===== src/rtl/ddr_deint_pkg.sv =====
package ddr_deint_pkg;
  typedef enum logic {
    CODE_OFFSET = 1'b0,
    CODE_TWOS   = 1'b1
  } code_e;
endpackage


===== src/rtl/ddr_fall_capture.sv =====
module ddr_fall_capture #(
  parameter int LANES = 6
) (
  input  logic             strobe,
  input  logic             rst_n,
  input  logic [LANES-1:0] lane_in,
  output logic [LANES-1:0] odd_half,
  output logic             odd_seen
);
  always_ff @(negedge strobe) begin
    if (!rst_n) begin
      odd_half <= '0;
      odd_seen <= 1'b0;
    end else begin
      odd_half <= lane_in;
      odd_seen <= 1'b1;
    end
  end


  odd_seen_sticky_chk: assert property (@(negedge strobe) disable iff (!rst_n)
    odd_seen |=> odd_seen);
endmodule


===== src/rtl/ddr_rise_merge.sv =====
module ddr_rise_merge
  import ddr_deint_pkg::*;
#(
  parameter int LANES = 6
) (
  input  logic               strobe,
  input  logic               rst_n,
  input  logic [LANES-1:0]   odd_half,
  input  logic               odd_seen,
  input  logic [LANES-1:0]   even_half,
  input  logic               ovr_in,
  input  logic               src_twos,
  input  logic               out_twos,
  output logic [2*LANES-1:0] sample,
  output logic               ovr,
  output logic               valid
);
  localparam int W = 2 * LANES;

  function automatic logic [W-1:0] weave(input logic [LANES-1:0] hi_bits,
                                         input logic [LANES-1:0] lo_bits);
    logic [W-1:0] r;
    r = '0;
    for (int k = 0; k < LANES; k++) begin
      r[2*k+1] = hi_bits[k];
      r[2*k]   = lo_bits[k];
    end
    return r;
  endfunction

  function automatic logic [W-1:0] recode(input logic [W-1:0] s, input logic flip);
    logic [W-1:0] r;
    r = s;
    r[W-1] = s[W-1] ^ flip;
    return r;
  endfunction

  code_e src_code, dst_code;
  logic  flip_msb;
  assign src_code = code_e'(src_twos);
  assign dst_code = code_e'(out_twos);
  assign flip_msb = (src_code != dst_code);

  always_ff @(posedge strobe) begin
    if (!rst_n) begin
      sample <= '0;
      ovr    <= 1'b0;
      valid  <= 1'b0;
    end else begin
      sample <= odd_seen ? recode(weave(odd_half, even_half), flip_msb) : '0;
      ovr    <= ovr_in & odd_seen;
      valid  <= odd_seen;
    end
  end


  idle_zero_chk: assert property (@(posedge strobe) disable iff (!rst_n)
    !valid |-> (sample == '0) && !ovr);

  ovr_with_valid_chk: assert property (@(posedge strobe) disable iff (!rst_n)
    ovr |-> valid);
endmodule


===== src/rtl/ddr_deinterleave.sv =====
module ddr_deinterleave #(
  parameter int LANES = 6
) (
  input  logic               strobe,
  input  logic               rst_n,
  input  logic [LANES-1:0]   lane_in,
  input  logic               ovr_in,
  input  logic               src_twos,
  input  logic               out_twos,
  output logic [2*LANES-1:0] sample_out,
  output logic               ovr_out,
  output logic               valid_out
);
  localparam int W = 2 * LANES;

  logic [LANES-1:0] odd_half;
  logic             odd_seen;

  ddr_fall_capture #(.LANES(LANES)) u_fall (
    .strobe  (strobe),
    .rst_n   (rst_n),
    .lane_in (lane_in),
    .odd_half(odd_half),
    .odd_seen(odd_seen)
  );

  ddr_rise_merge #(.LANES(LANES)) u_rise (
    .strobe   (strobe),
    .rst_n    (rst_n),
    .odd_half (odd_half),
    .odd_seen (odd_seen),
    .even_half(lane_in),
    .ovr_in   (ovr_in),
    .src_twos (src_twos),
    .out_twos (out_twos),
    .sample   (sample_out),
    .ovr      (ovr_out),
    .valid    (valid_out)
  );

  function automatic logic [LANES-1:0] odd_positions(input logic [W-1:0] s);
    logic [LANES-1:0] r;
    for (int k = 0; k < LANES; k++) r[k] = s[2*k+1];
    return r;
  endfunction

  logic [LANES-1:0] out_odd;
  assign out_odd = odd_positions(sample_out);


  odd_bits_match_chk: assert property (@(posedge strobe) disable iff (!rst_n)
    valid_out |-> out_odd[LANES-2:0] == $past(odd_half[LANES-2:0]));

  sign_bit_chk: assert property (@(posedge strobe) disable iff (!rst_n)
    valid_out |-> out_odd[LANES-1] ==
      ($past(odd_half[LANES-1]) ^ ($past(src_twos) != $past(out_twos))));

  valid_needs_odd_chk: assert property (@(posedge strobe) disable iff (!rst_n)
    valid_out |-> $past(odd_seen));
endmodule


===== config.mk =====
export PLATFORM = sky130hd
export DESIGN_NAME = ddr_deinterleave
export DESIGN_NICKNAME = d
export VERILOG_FILES = /design/src/rtl/ddr_deint_pkg.sv /design/src/rtl/ddr_fall_capture.sv /design/src/rtl/ddr_rise_merge.sv /design/src/rtl/ddr_deinterleave.sv
export SDC_FILE = /design/constraint.sdc
export NUM_CORES = 1
export LEC_CHECK = 0
export BUFFER_PORTS_ARGS = -buffer_cell sky130_fd_sc_hd__buf_4
export CORE_AREA = 2 2 39 41
export DETAILED_ROUTE_END_ITERATION = 12
export DIE_AREA = 0 0 41 43
export GPL_ROUTABILITY_DRIVEN = 0
export PLACE_DENSITY_LB_ADDON = 0.08
export SKIP_CTS_REPAIR_TIMING = 1
export SLEW_MARGIN = 25
export SYNTH_ARGS = -nofsm -noshare
export SYNTH_HDL_FRONTEND = slang
export SYNTH_SLANG_ARGS = --single-unit

===== constraint.sdc =====
create_clock -name strobe -period 1.35 [get_ports strobe]
set_clock_uncertainty 0.15 [all_clocks]
set_input_delay 0.2025 -clock strobe [delete_from_list [all_inputs] [get_ports strobe]]
set_output_delay 0.2025 -clock strobe [all_outputs]
set_load 0.02 [all_outputs]

==> metrics.md <==
| Metric | Value |
|---|---|
| DRC | `0` |
| Max IR drop VDD | `approximately 0.8 mV` |
| Layout cell share with drive strength beyond 1 | `0.5059` |
| Worst slew margin relative to its limit | `0.9176` |
| Critical Path Slowest Stage Cell | `dfxtp_4` |
| Total CTS buffers | `3` |
| Post-Route WL | `between 1000 and 1500 um` |
| Slew Viols, Final | `0` |
| Fill count | `around 120` |
| Initial Utilization | `0.4213` |
| Setup Viol. Count Final | `14` |
| CTS root buf | `clkbuf_4` |
| Design Area, Final | `~950 um2` |
| Critical path peak fanout | `7` |
| RSZ-0062 raised after global routing | `true` |
| Status | `complete, but fails checks` |
| Synthesized area | `roughly 600 um2` |
| Port bufs | `24` |
| Distinct cells, synth | `8` |
| Routed Antenna Nets | `0` |
| Vias in the first global route | `around 360` |
| Die height | `43 um` |
| Ranking of synthesized cells by area | `dfxtp_1, and3_1, and2_1` |
| WL/cell | `about 10 um` |
| CP arrival | `about 1.7 ns` |
| CTS tree | `done` |
| CTS Buffer Depth | `2` |
| Worst Setup End Kind | `flop` |
| DP Area | `between 700 and 800 um2` |
| Pre-CTS setup slack | `-0.2240 ns` |
| Yosys top cell by area | `dfxtp_1` |
| Share of the synthesized area in the top cell type | `0.7210` |
| Die Wd | `41 um` |
| Worst path cell trace | `buf_6 -> and3_4` |
| Largest net degree at the start of global routing | `12` |
| Setup WS post-layout | `-0.2750 ns` |
| Most frequent cell after synthesis | `dfxtp_1` |
| Final hold violations | `0` |
| Multi-input combinational cell area | `just under 200 um2` |
| Via/cell ratio | `~4.4` |
| Row cnt | `14` |
| Final setup TNS | `-3.148 ns` |
| Cell count after synthesis | `45` |
| Num ports | `25` |
| Number of synthesized flops with an enable pin | `0` |
| Failing checks | `setup timing` |
| Drt pass-1 iters | `1` |
| Net Count, Synth | `between 50 and 60` |
| Worst path required time | `around 1.4 ns` |
| Synth warn | `0` |
| Clk_lat worst skew | `0.36 ns` |
| Core area | `between 1000 and 1500 um2` |
| Die area | `roughly 1800 um2` |
| Tightest Pin Transition | `0.1235 ns` |
| H-tree depth | `1` |
| Type of origin of the critical path | `flop` |
| Clk sinks | `21` |
| Mapped Avg Cell Area | `between 10 and 15 um2` |
| Main synth FF type | `dfxtp_1` |
| Register area share after synthesis | `0.7210` |
| Most frequent cells after synthesis | `dfxtp_1, and3_1, and2_1` |
| Antenna violations before repair | `0` |
| Final #Nets | `97` |
| Crit path largest cell delay | `roughly 0.37 ns` |
| Inserted Diodes | `0` |
| P per Cell Area | `around 1200 nW/um2` |
| Yosys reg bits | `21` |
| HP Class | `primary input to flop` |
| Area Overhead vs Synth | `63.52%` |
| FF/Latch Area | `between 400 and 500 um2` |
| GRT Overall Usage | `0.1279` |
| Maxcap violations | `0` |
| Async SR Flop Fraction | `0` |
| Leak Pwr | `between 0.4 and 0.5 nW` |
| First-pass GRT wire length | `between 1000 and 1500 um` |
| Crit path kind | `flop to flop` |
| Clock Pin Slew Worst Setup and Hold Paths | `roughly 0.12 ns` |
| Grt total ovfl | `0` |
| Via count | `~440` |
| Initial DRC count | `0` |
[path summary, 6_finish.rpt]
kind                                 start                          end  slack (ns)  cells past startpoint
min reg2reg  u_fall.odd_half[0]$_SDFF_NN0_  u_rise.sample[1]$_SDFF_PN0_        1.06                      1
max                u_fall.odd_seen$_DFF_N_  u_rise.sample[3]$_SDFF_PN0_       -0.27                      2
min                             lane_in[4]  u_rise.sample[8]$_SDFF_PN0_       0.008                      2
max reg2reg        u_fall.odd_seen$_DFF_N_  u_rise.sample[3]$_SDFF_PN0_       -0.27                      2
[metal layers]
metal / routed length [um] / up-vias / GRT usage
met5: 0 / - / 0
li1: - / 225 / -
met1: 397 / 199 / 0.1633
met2: 577 / 15 / 0.1750
met3: 62 / 2 / 0.03141
met4: 12 / 0 / 0.1000
[final cells by class]
class,count,share of cell area
sequential,21,0.4462
timing repair buffer,32,0.2703
clock inverter,8,0.03150
multi-input combinational,21,0.2073
tap,16,0.02100
clock buffer,3,0.02362
[report_power, final]
group	switching, mW	internal (mW)	leakage [nW]
logic	0.0519	0.0823	0.257
registers	0.00997	0.647	0.174
clock network	0.226	0.134	0.0564
[flip-flops by register name (all words and copies together), names as in the netlist]
| register | cells |
|---|---|
| u_fall.odd_half | 6 |
| u_fall.odd_seen | 1 |
| u_rise.ovr | 1 |
| u_rise.sample | 12 |
| u_rise.valid | 1 |
[per-stage QoR]
stage                 util  hold WS [ns]  power, mW  std cells
global route        0.6890      0.007148      1.227        101
floorplan                -        0.1941     0.7592         45
finish              0.6890      0.007636      1.152        101
detailed placement  0.5769        0.2976     0.8148         86
global placement    0.5769        0.2925     0.8128         86
CTS                 0.6121      -0.01518      1.138         96
[critical path, delay by kind of cell (launching register included)]
| family | cells | cell delay [ns] |
|---|---|---|
| DFF | 1 | 0.37 |
| buffers and inverters | 1 | 0.13 |
| and+or+nand+nor | 1 | 0.14 |
[cells in the final DEF (no fill, tap or decap)]
master          n
dfxtp_1        19
and3_1          4
and2_1          6
nor2b_4         1
buf_4          26
dlygate4sd3_1   4
buf_6           2
and2_4          1
clkbuf_4        3
xnor3_1         1
dfxtp_4         1
dfxtp_2         1
and3_4          8
inv_1           8
[logic make-up (layout without fill, tap and decap cells)]
group,count (synthesis),after routing,share of synthesized area
flip-flops,21,21,0.7210
AND/OR/NAND/NOR,20,20,0.2189
buffers and inverters,3,43,0.02144
XOR/XNOR,1,1,0.03862
Power figures use the tool's default switching activity.
